`src/rtl/pcm_dma_pkg.sv`:
```
package pcm_dma_pkg;
    localparam int SAMPLE_W = 24;

    typedef enum logic [1:0] {
        ST_IDLE  = 2'd0,
        ST_FETCH = 2'd1,
        ST_DRAIN = 2'd2
    } fetch_st_e;
endpackage

```
`src/rtl/pcm_dma_frame_ctr.sv`:
```
// Tracks the current frame index inside the circular buffer and the
// saturating number of frames delivered since enable.
module pcm_dma_frame_ctr #(
    parameter int LEN_W = 8,
    parameter int DLY_W = 8
) (
    input  logic             clk,
    input  logic             rst_n,
    input  logic             clr,
    input  logic             adv,
    input  logic [LEN_W-1:0] len_eff,
    output logic [LEN_W-1:0] idx,
    output logic [DLY_W-1:0] filled,
    output logic             wrap
);
    localparam logic [DLY_W-1:0] FILL_MAX = '1;

    typedef struct packed {
        logic [LEN_W-1:0] idx;
        logic [DLY_W-1:0] filled;
        logic             wrap;
    } ctr_t;

    ctr_t ctr_d, ctr_q;

    always_comb begin
        ctr_d      = ctr_q;
        ctr_d.wrap = 1'b0;
        if (clr) begin
            ctr_d.idx    = '0;
            ctr_d.filled = '0;
        end else if (adv) begin
            if (ctr_q.idx >= len_eff - LEN_W'(1)) begin
                ctr_d.idx  = '0;
                ctr_d.wrap = 1'b1;
            end else begin
                ctr_d.idx = ctr_q.idx + LEN_W'(1);
            end
            if (ctr_q.filled != FILL_MAX) begin
                ctr_d.filled = ctr_q.filled + DLY_W'(1);
            end
        end
    end

    always_ff @(posedge clk or negedge rst_n) begin
        if (!rst_n) begin
            ctr_q <= '0;
        end else begin
            ctr_q <= ctr_d;
        end
    end

    assign idx    = ctr_q.idx;
    assign filled = ctr_q.filled;
    assign wrap   = ctr_q.wrap;
endmodule

```
`src/rtl/pcm_dma_delay_calc.sv`:
```
// For one channel: which buffer frame to read, and whether the
// channel is still silent because its delay is not yet covered.
module pcm_dma_delay_calc #(
    parameter int LEN_W = 8,
    parameter int DLY_W = 8
) (
    input  logic [LEN_W-1:0] idx,
    input  logic [LEN_W-1:0] len_eff,
    input  logic [DLY_W-1:0] delay,
    input  logic [DLY_W-1:0] filled,
    output logic [LEN_W-1:0] sel,
    output logic             silent
);
    localparam int WW = ((LEN_W > DLY_W) ? LEN_W : DLY_W) + 1;

    logic [WW-1:0] idx_w, len_w, dly_w;

    always_comb begin
        idx_w  = WW'(idx);
        len_w  = WW'(len_eff);
        dly_w  = WW'(delay);
        silent = delay > filled;
        if (idx_w >= dly_w) begin
            sel = LEN_W'(idx_w - dly_w);
        end else begin
            sel = LEN_W'(idx_w + len_w - dly_w);
        end
    end
endmodule

```
`src/rtl/pcm_dma.sv`:
```
module pcm_dma
    import pcm_dma_pkg::*;
#(
    parameter int NCH    = 8,
    parameter int ADDR_W = 12,
    parameter int LEN_W  = 8,
    parameter int DLY_W  = 8
) (
    input  logic                    clk,
    input  logic                    rst_n,
    input  logic                    dma_en,
    input  logic                    frame_req,
    input  logic [ADDR_W-1:0]       cfg_base,
    input  logic [LEN_W-1:0]        cfg_blk_len,
    input  logic [NCH*DLY_W-1:0]    cfg_delay,
    output logic [ADDR_W-1:0]       mem_addr,
    output logic                    mem_rd,
    input  logic [SAMPLE_W-1:0]     mem_rdata,
    output logic [NCH*SAMPLE_W-1:0] pcm_data,
    output logic                    pcm_valid,
    output logic                    blk_done_irq
);
    localparam int CH_W = (NCH > 1) ? $clog2(NCH) : 1;
    localparam logic [CH_W-1:0] CH_LAST = CH_W'(NCH - 1);

    typedef struct packed {
        fetch_st_e                        st;
        logic [CH_W-1:0]                  ch;
        logic [NCH-1:0][DLY_W-1:0]        dly;
        logic                             cap_vld;
        logic [CH_W-1:0]                  cap_ch;
        logic                             cap_zero;
        logic [NCH-1:0][SAMPLE_W-1:0]     work;
        logic [NCH-1:0][SAMPLE_W-1:0]     out;
        logic                             valid;
    } fetch_t;

    fetch_t f_d, f_q;

    logic [LEN_W-1:0]            len_eff;
    logic [LEN_W-1:0]            frm_idx;
    logic [DLY_W-1:0]            frm_filled;
    logic                        frm_wrap;
    logic                        frm_adv;
    logic [NCH-1:0][DLY_W-1:0]   dly_in;
    logic [NCH-1:0][LEN_W-1:0]   sel_all;
    logic [NCH-1:0]              silent_all;

    assign len_eff = (cfg_blk_len == '0) ? LEN_W'(1) : cfg_blk_len;
    assign dly_in  = cfg_delay;
    assign frm_adv = dma_en && f_q.cap_vld && (f_q.cap_ch == CH_LAST);

    pcm_dma_frame_ctr #(
        .LEN_W (LEN_W),
        .DLY_W (DLY_W)
    ) i_frame_ctr (
        .clk     (clk),
        .rst_n   (rst_n),
        .clr     (!dma_en),
        .adv     (frm_adv),
        .len_eff (len_eff),
        .idx     (frm_idx),
        .filled  (frm_filled),
        .wrap    (frm_wrap)
    );

    for (genvar g = 0; g < NCH; g++) begin : g_chan
        pcm_dma_delay_calc #(
            .LEN_W (LEN_W),
            .DLY_W (DLY_W)
        ) i_delay_calc (
            .idx     (frm_idx),
            .len_eff (len_eff),
            .delay   (f_q.dly[g]),
            .filled  (frm_filled),
            .sel     (sel_all[g]),
            .silent  (silent_all[g])
        );
    end

    always_comb begin
        f_d         = f_q;
        f_d.valid   = 1'b0;
        f_d.cap_vld = 1'b0;
        mem_rd      = 1'b0;
        mem_addr    = '0;

        if (!dma_en) begin
            f_d.st = ST_IDLE;
        end else begin
            // capture the word requested one cycle earlier
            if (f_q.cap_vld) begin
                f_d.work[f_q.cap_ch] = f_q.cap_zero ? '0 : mem_rdata;
                if (f_q.cap_ch == CH_LAST) begin
                    f_d.out   = f_d.work;
                    f_d.valid = 1'b1;
                end
            end

            unique case (f_q.st)
                ST_IDLE: begin
                    if (frame_req) begin
                        f_d.st  = ST_FETCH;
                        f_d.ch  = '0;
                        f_d.dly = dly_in;
                    end
                end
                ST_FETCH: begin
                    mem_rd       = 1'b1;
                    mem_addr     = ADDR_W'(cfg_base
                                 + ADDR_W'(sel_all[f_q.ch]) * ADDR_W'(NCH)
                                 + ADDR_W'(f_q.ch));
                    f_d.cap_vld  = 1'b1;
                    f_d.cap_ch   = f_q.ch;
                    f_d.cap_zero = silent_all[f_q.ch];
                    if (f_q.ch == CH_LAST) begin
                        f_d.st = ST_DRAIN;
                    end else begin
                        f_d.ch = f_q.ch + CH_W'(1);
                    end
                end
                ST_DRAIN: begin
                    f_d.st = ST_IDLE;
                end
                default: begin
                    f_d.st = ST_IDLE;
                end
            endcase
        end
    end

    always_ff @(posedge clk or negedge rst_n) begin
        if (!rst_n) begin
            f_q    <= '0;
            f_q.st <= ST_IDLE;
        end else begin
            f_q <= f_d;
        end
    end

    assign pcm_data     = f_q.out;
    assign pcm_valid    = f_q.valid;
    assign blk_done_irq = frm_wrap;
endmodule

```
`config.mk`:
```
export PLATFORM = sky130hd
export DESIGN_NAME = pcm_dma
export DESIGN_NICKNAME = d
export VERILOG_FILES = /design/src/rtl/pcm_dma_pkg.sv /design/src/rtl/pcm_dma_frame_ctr.sv /design/src/rtl/pcm_dma_delay_calc.sv /design/src/rtl/pcm_dma.sv
export SDC_FILE = /design/constraint.sdc
export NUM_CORES = 1
export LEC_CHECK = 0
export CORE_UTILIZATION = 30
export CTS_BUF_LIST = sky130_fd_sc_hd__clkbuf_4 sky130_fd_sc_hd__clkbuf_8
export CTS_CLUSTER_SIZE = 40
export DETAILED_ROUTE_END_ITERATION = 16
export PLACE_DENSITY = 0.47
export REMOVE_ABC_BUFFERS = 1
export SLEW_MARGIN = 20
export SYNTH_ARGS = -nofsm -noshare
export SYNTH_HDL_FRONTEND = slang
export SYNTH_SLANG_ARGS = --single-unit
```
`constraint.sdc`:
```
create_clock -name clk -period 10.6 [get_ports clk]
set_clock_uncertainty 0.05 [all_clocks]
set_input_delay 2.65 -clock clk [delete_from_list [all_inputs] [get_ports clk]]
set_output_delay 2.65 -clock clk [all_outputs]
set_load 0.005 [all_outputs]
```
Word level (Yosys, flattened, before mapping)
Cells that the tools add are included.
Cells by class
  reductions and logical operators: 13
  multiplexer cells: 37
  eq/ne operators: 10
  add/sub/neg operators: 23
  $lt $le $gt $ge: 20
Operators with widths (count)
  two-way mux 390 bit: 1
  two-way mux 385 bit: 1
  two-way mux 193 bit: 1
  bitwise mux 192 bit: 1
  subtractor 8 bit: 16
  two-way mux 8 bit: 12
  demux 24 bit (select 3 bit): 1
  greater-or-equal comparator 8 bit: 9
  two-way mux 69 bit: 1
  > comparator 8 bit: 8
  two-way mux 24 bit: 2
  binary-select mux 8 bit (select 3 bit): 1
  two-way mux 12 bit: 2
  two-way mux 17 bit: 1
  adder 8 x 1 -> 8 bit (second input constant): 2
  two-way mux 16 bit: 1
  adder 12 x 11 -> 12 bit: 1
  adder 12 x 3 -> 12 bit: 1
  adder 8 bit: 1
  logical NOT 8 bit: 1
  < comparator 3 x 4 -> 1 bit (second input constant): 2
  inequality test 8 bit (second input constant): 1
  AND reduction 2 bit: 4
  subtractor 8 x 1 -> 8 bit (second input constant): 1
  other kinds (19): 31
Word-level totals
  bits in registers: 476
  logic and storage cells: 136
  output and inout port bits: 207

Logic depth before layout (Yosys ltp)
Gate-level depths: netlist (run 1).
  depth in word-level cells: 11
  mapped depth: 25
  mapped depth without buffers: 24

Modules after synthesis
From an unflattened synthesis (run 1), not the netlist that was laid out.
Second synthesis, totals
  cells, all modules: 3339
  area total of the unflattened synthesis: 30040.1 um2
Modules (own cells, without submodules)
  pcm_dma: cells each 1962, area each 19168.4 um2, times used 1
  pcm_dma_delay_calc (g_chan[0].i_delay_calc ...): cells each 155, area each 1211.2 um2, times used 4
  pcm_dma_delay_calc (g_chan[5].i_delay_calc ...): cells each 156, area each 1213.7 um2, times used 2
  pcm_dma_delay_calc (g_chan[7].i_delay_calc): cells each 158, area each 1216.2 um2, times used 1
  pcm_dma_delay_calc (g_chan[4].i_delay_calc): cells each 156, area each 1209.9 um2, times used 1
  pcm_dma_frame_ctr: cells each 131, area each 1173.6 um2, times used 1

Worst setup path before layout (run 1)
Ideal clock, no wire load.
  path type: input to output
  start point: input port cfg_blk_len[4]
  end point: output port mem_addr[11]
  stages on the path: 24
  data arrival time: 7.121 ns
  slack: 0.779 ns
  data required time: 7.900 ns
  cells stage by stage: buf_6 nor4_1 a21o_1 ha_1 fa_1 a21o_1 a21o_1 xnor2_1 ha_1 o2111ai_1 nand3_1 nor2_1 xor2_1 mux2i_1 mux4_2 nor2_1 a21oi_1 ha_1 and3_1 a21oi_1 o21ai_1 o41ai_1 xnor2_1 and2_1
On the way
  longest elaborated chain between the ends: 11
  elaborated cells on any way between the ends: 25
Ends and longest elaborated chain
  start: declaration: RTL line pcm_dma.sv:14  | input logic [LEN_W-1:0] cfg_blk_len,
  logical NOT 8 bit: RTL line pcm_dma.sv:49  | assign len_eff = (cfg_blk_len == '0) ? LEN_W'(1) : cfg_blk_len;
  two-way mux 8 bit (*): RTL line pcm_dma.sv:49
  adder 8 bit (*): RTL line pcm_dma_delay_calc.sv:26  | sel = LEN_W'(idx_w + len_w - dly_w);
  subtractor 8 bit: RTL line pcm_dma_delay_calc.sv:26
  two-way mux 8 bit: RTL line pcm_dma_delay_calc.sv:23  | if (idx_w >= dly_w) begin
  binary-select mux 8 bit (select 3 bit) (*): RTL line pcm_dma.sv:111  | + ADDR_W'(sel_all[f_q.ch]) * ADDR_W'(NCH)
  two-way mux 8 bit (implied by the code) (*): RTL line pcm_dma.sv:111
  adder 12 x 11 -> 12 bit (*): RTL line pcm_dma.sv:111
  adder 12 x 3 -> 12 bit (*): RTL line pcm_dma.sv:112  | + ADDR_W'(f_q.ch));
  two-way mux 12 bit (*): RTL line pcm_dma.sv:100  | unique case (f_q.st)
  two-way mux 12 bit (*): RTL line pcm_dma.sv:88  | if (!dma_en) begin
  end: declaration: RTL line pcm_dma.sv:16  | output logic [ADDR_W-1:0] mem_addr,
Mark *: on every way between the ends. The rest lies on a longest branch, timed or not. The select of a mux whose other input is x is not followed.

Worst setup path in the final report (run 1)
  start point: input port cfg_blk_len[3]
  end point: output port mem_addr[11]
The elaborated chain is that of the path after synthesis.

==> results of run 1 <==
## layer usage
layer	up-vias	routed length, µm	track usage
li1	10351	-	-
met1	10318	40400	0.262
met2	529	42200	0.331
met3	133	3570	0.0273
met4	0	2420	0.0592
met5	-	0	0
## worst paths after layout
check / from / end / slack [ns] / cells after the start
min in group asynchronous: rst_n / pcm_data[179] / 2.00 / 1
max in group asynchronous: rst_n / f_q[387] / 6.85 / 2
max reg2reg: i_frame_ctr.idx[0] / i_frame_ctr.idx[6] / 7.10 / 11
max: cfg_blk_len[3] / mem_addr[11] / 0.21 / 27
min reg2reg: f_q[220] / pcm_data[27] / 0.40 / 2
min: f_q[220] / pcm_data[27] / 0.40 / 2
## power by group through the flow
| stage | Clock [mW] | Sequential [mW] | Combinational, mW |
|---|---|---|---|
| finish | 1.83 | 2.18 | 2.26 |
| global route | 1.97 | 2.22 | 2.52 |
| CTS | 1.90 | 2.19 | 2.22 |
| detailed placement | 0 | 2.22 | 2.18 |
| global placement | 0 | 2.21 | 2.15 |
| floorplan | 0 | 2.19 | 1.27 |
## registers in the layout, summed over array words and instances, names as in the netlist
name,cells
f_q,242
pcm_data,192
i_frame_ctr.filled,8
i_frame_ctr.idx,8
i_frame_ctr.wrap,1
pcm_valid,1
## synth_stat cells (all sizes together) (43+ instances only)
cell and count:
o21ai 348, dfrtp 452, nand4 69, a21oi 71, xnor2 80, nor2 98
ha 214, buf 205, clkbuf 117, nand2b 54, a21o 43, inv 98
nand2 771
## kinds of logic (layout without fill, tap and decap cells)
family | after synthesis | in the layout | synth area share
adder cells (fa/ha/maj) | 233 | 233 | 0.114
XOR/XNOR | 117 | 117 | 0.0402
multiplexers | 35 | 35 | 0.0194
AO/OA/AOI/OAI | 570 | 570 | 0.126
buffers and inverters | 421 | 704 | 0.0871
flip-flops | 452 | 452 | 0.425
AND/OR/NAND/NOR | 1156 | 1156 | 0.188
## worst max-delay path: stages
cell and delay [ns]:
dlygate4sd2_1 0.24, nor4_2 0.06, a21o_1 0.21, ha_2 0.22, fa_2 0.33, a21o_1 0.18
a21o_1 0.17, maj3_2 0.32, a21oi_2 0.20, xnor2_2 0.10, buf_12 0.16, ha_2 0.19
or3_1 0.35, o211ai_1 0.11, xnor2_1 0.19, xnor2_2 0.14, mux2i_1 0.09, mux4_2 0.48
o211ai_2 0.22, ha_4 0.18, nor3_1 0.05, nor2_1 0.14, o41ai_2 0.10, buf_4 0.18
xnor2_2 0.13, and2_1 0.14, buf_2 0.12
## timing repair
item,4_1_cts,5_1_grt
endpoints found under the setup margin,4,4
hold endpoints to repair,0,0
resized for setup,44,31
buffers inserted,1,1
pin swaps,23,21
## final cells by class
cell class / count / area [µm²] / area share
timing repair buffer: 461 / 4310 / 0.132
inverter: 99 / 374 / 0.0115
sequential: 452 / 11300 / 0.347
clock buffer: 124 / 1520 / 0.0466
tap: 1155 / 1450 / 0.0444
multi-input combinational: 2111 / 13300 / 0.409
clock inverter: 20 / 287 / 0.00879
==> impl_metrics.tcl, run 1 <==
set metrics [dict create \
    post_drt_wl_per_cell_um 20.0 \
    leakagePower_nw 15.4 \
    cts.sinks 452 \
    ys_ff_latch 452 \
    synth_edf_count 0 \
    vias_per_cell 4.82 \
    startpoint_type "input pin" \
    path_clk_slew_ns 0.05 \
    io_buffers 318 \
    dp_slack_ns -0.731 \
    fin_util 0.373 \
    synth_top_area_cell "dfrtp_1" \
    holdCritPathClass "reg -> reg" \
    overflow 0 \
    syn_area_per_cell_um2 8.92 \
    fin_cells 4422 \
    min_period_over_period 0.980 \
    drt-initial-drc-count 964 \
    setup_ws_ns 0.208 \
    critPathKind "in -> out" \
    comb_power_share 0.360 \
    synth_area_leaders "dfrtp_1 (42%), nand2_1 (11%), ha_1 (10%)" \
    hpwl_mm 62.6 \
    fin_hold_ws_ns 0.395 \
    postRouteAntennaNets 0 \
    clk-insertion-delay-late_ns 0.69 \
    wl_mm 88.6 \
    dr.pass1.iters 5 \
    pwr-share-clk 0.291 \
    swShare 0.355 \
    finalHoldViolCount 0 \
    gp_congestion 0.896 \
    dpl_cell_area_um2 30400 \
    relSlewSlack 0.333 \
    dieArea_um2 89900 \
    required_ns 7.90 \
    dp.cells 4277 \
    ir_worst_vdd_mv 0.0949 \
    ios 319 \
    std_cell_rows 108 \
    seq_area_frac_synth 0.425 \
    numCtsBuffers 86 \
    synthArstFlopShare 1.00 \
    syn2layout_area_growth_pct 22.4 \
    ys.flop_type "dfrtp_1" \
    cp_max_fo 8 \
    start_util 0.305 \
    final_area_um2 32600 \
    die_y_um 300 \
    synthCells 2984 \
    powerDensity_nw_per_um2 193 \
    core_area_um2 87300 \
    diodes 0 \
    p_seq_frac 0.348 \
    fin_crit_ns 10.39 \
    synth_top_cell_area_share 0.425 \
    end_kind "output pin" \
    drc 0 \
    cts_hold_buf 0 \
    antenna_found_initial 1 \
    yosysUniqueCellTypes 73 \
    grt_pass1_vias 21819 \
    syn_area_um2 26600 \
    totalPowerFinal_mw 6.27 \
    mostFrequentLayoutCells "nand2_1 (770), dfrtp_1 (450), o21ai_0 (331)" \
    grt_usage 0.197 \
    cp.arrival_ns 7.69 \
    htree_num_levels 3 \
    status "finished, final reports clean" \
    drv_slew 0 \
    fp.dieW_um 300 \
    p_int_mw 4.05 \
    drive_gt1_frac 0.114 \
    nNetsFinal 3555 \
    n_fill_cell 9102 \
    final_common_cell "nand2_1" \
    grt_pass1_wl_mm 135 \
    cts_root_buffer "clkbuf_8" \
    cap_viol_max_count 0 \
    setup_viol 0 \
    grt_start_max_net_pins 165 \
    p_sw_mw 2.22 \
    cts_tree "yes" \
    tns_ns 0 \
    synth_warnings 0 \
    worstMarginPinSlew_ns 1.00 \
    rsz0062_at_grt "true" \
    vias 21331 \
    cts_max_path_buffers 3 \
    max_clock_freq_mhz 96.2 \
]
No activity file was read; power rests on OpenSTA's default activity.
==> run 2, diff against run 1 <==
ABC_AREA = 1   (was default)
==> run 2 against run 1 <==
Against the previous run:
- flip-flop and latch count stayed put
- cell area is 4.3% higher
- sequential share of layout area is 1.4 points lower
- sequential power is 5% higher
- count of clock-buffer cells in the layout is 10 higher
- area after synthesis is 5.8% higher
==> impl_metrics.tcl, run 2 <==
set metrics [dict create \
    status "finished, final reports clean" \
    worstMarginPinSlew_ns 1.08 \
    hpwl_mm 66.3 \
    vias 24275 \
    mostFrequentLayoutCells "nand2_1 (968), o21ai_0 (547), dfrtp_1 (452)" \
    start_util 0.302 \
    drv_slew 0 \
    clk-insertion-delay-late_ns 0.72 \
    grt_pass1_vias 23622 \
    io_buffers 318 \
    holdCritPathClass "reg -> reg" \
    post_drt_wl_per_cell_um 19.2 \
    numCtsBuffers 90 \
    fin_cells 5064 \
    gp_congestion 0.945 \
    syn_area_um2 28200 \
    powerDensity_nw_per_um2 207 \
    yosysMostFrequentCell "nand2_1" \
    cts_hold_buf 0 \
    dieArea_um2 95200 \
    cap_viol_max_count 0 \
    cp_top_family "buffers and inverters" \
    timing.rr.end "pcm_data[152]" \
    synthXorXnorAreaFrac 0.0165 \
    postRouteAntennaNets 0 \
    cp.depth 25 \
    leakagePower_nw 15.6 \
    relSlewSlack 0.282 \
    core_area_um2 93200 \
    dp_slack_ns -0.503 \
    synthCells 3585 \
    final_area_um2 34000 \
    cp_max_fo 4 \
    crit_start "cfg_blk_len[2]" \
    cts_tree "yes" \
    crit_slowest_cell "fa_2" \
    ys.flop_type "dfrtp_1" \
    setup_viol 0 \
    drc 0 \
    vias_per_cell 4.79 \
    finalHoldViolCount 0 \
    synth_edf_count 0 \
    ys_ff_latch 452 \
    drive_gt1_frac 0.0885 \
    ios 319 \
    synth_fa_ha_area_frac 0.108 \
    max_clock_freq_mhz 96.5 \
    regMostFlops "f_q" \
    end_kind "output pin" \
    ff2ff_setup_slack_ns 7.26 \
    synth_warnings 0 \
    largest_reg_flops 242 \
    yosysUniqueCellTypes 48 \
    dr.pass1.iters 6 \
    min_period_over_period 0.977 \
    die_y_um 308 \
    fin_hold_ws_ns 0.425 \
    tns_ns 0 \
    synth_compound_area_frac 0.168 \
    cts_max_path_buffers 3 \
    synth-simple-area-share 0.200 \
    dpl_cell_area_um2 31700 \
    cp.arrival_ns 7.66 \
    syn2layout_area_growth_pct 20.6 \
    std_cell_rows 112 \
    crit_end "mem_addr[9]" \
    cts_root_buffer "clkbuf_8" \
    synthArstFlopShare 1.00 \
    dp.cells 4901 \
    fin_util 0.365 \
    grt_start_max_net_pins 251 \
    drt-initial-drc-count 1748 \
    path_clk_slew_ns 0.06 \
    htree_num_levels 3 \
    synth_top_area_cell "dfrtp_1" \
    final_common_cell "nand2_1" \
    wl_mm 97.1 \
    rr_worst_depth 7 \
    nNetsFinal 4086 \
    syn_area_per_cell_um2 7.86 \
    synth_area_leaders "dfrtp_1 (40%), nand2_1 (13%), o21ai_0 (10%)" \
    fin_crit_ns 10.36 \
    overflow 0 \
    grt_usage 0.204 \
    synth_mux_area_frac 0 \
    startpoint_type "input pin" \
    crit_buf_inv 8 \
    slowest_delay_ns 0.56 \
    synth_top_cell_area_share 0.401 \
    synth_top_family_by_area "simple AND/OR/NAND/NOR gates" \
    grt_pass1_wl_mm 147 \
    critPathKind "in -> out" \
    cts.sinks 452 \
    r2r_start "f_q[389]" \
    totalPowerFinal_mw 7.05 \
    seq_area_frac_synth 0.401 \
    setup_ws_ns 0.240 \
    antenna_found_initial 2 \
    ir_worst_vdd_mv 0.117 \
    synth_common_cells "nand2_1 (973), o21ai_0 (562), dfrtp_1 (452)" \
    required_ns 7.90 \
    fp.dieW_um 308 \
]
==> run 2: worst min path at each step <==
stage	start	to	slack, ns	cells after the start
6_report	pcm_data[171]	pcm_data[171]	0.43	2
5_1_grt	f_q[243]	f_q[243]	0.44	2
4_1_cts	pcm_data[171]	pcm_data[171]	0.43	2
3_5_place_dp	pcm_data[189]	pcm_data[189]	0.41	2
3_3_place_gp	f_q[206]	f_q[206]	0.41	2
2_1_floorplan	f_q[193]	f_q[193]	0.40	2
==> run 2: where the power goes <==
group          switching, mW  total (mW)  internal (mW)
combinational           1.72        2.74           1.01
sequential             0.220        2.29           2.07
clock                  0.848        2.02           1.17
==> run 2: kinds of logic after synthesis <==
| family | count (synthesis) |
|---|---|
| AO/OA/AOI/OAI | 903 |
| XOR/XNOR | 53 |
| adder cells (fa/ha/maj) | 232 |
| buffers and inverters | 592 |
| flip-flops | 452 |
| AND/OR/NAND/NOR | 1353 |
==> run 2: final cells by class <==
type / instances / area [µm²]
Timing Repair Buffer: 411 / 3990
Multi-Input combinational cell: 2541 / 14200
Fill cell: 9698 / 59200
Antenna cell: 1 / 2.50
Inverter: 246 / 936
Clock inverter: 25 / 330
Clock buffer: 134 / 1690
Sequential cell: 452 / 11300
Tap cell: 1254 / 1570
==> run 2: worst min-delay path, cell delays in order (launching register included) <==
cell and delay [ns]:
dfrtp_1 0.34, nand2_1 0.05, nand2_1 0.05
==> run 2: timing repair <==
| item | in CTS | in global routing |
|---|---|---|
| setup endpoints to repair | 6 | 5 |
| gates resized for setup | 31 | 30 |
| buffers inserted | 2 | 1 |
| pin swaps | 7 | 9 |
| cloned | 0 | 0 |
==> run 2: metal layers <==
metal | global-route usage | routed length [µm] | vias up
li1 | - | - | 12176
met1 | 0.270 | 43700 | 11289
met2 | 0.317 | 42900 | 647
met3 | 0.0507 | 6860 | 163
met4 | 0.0787 | 3700 | 0
met5 | 0 | 0 | -
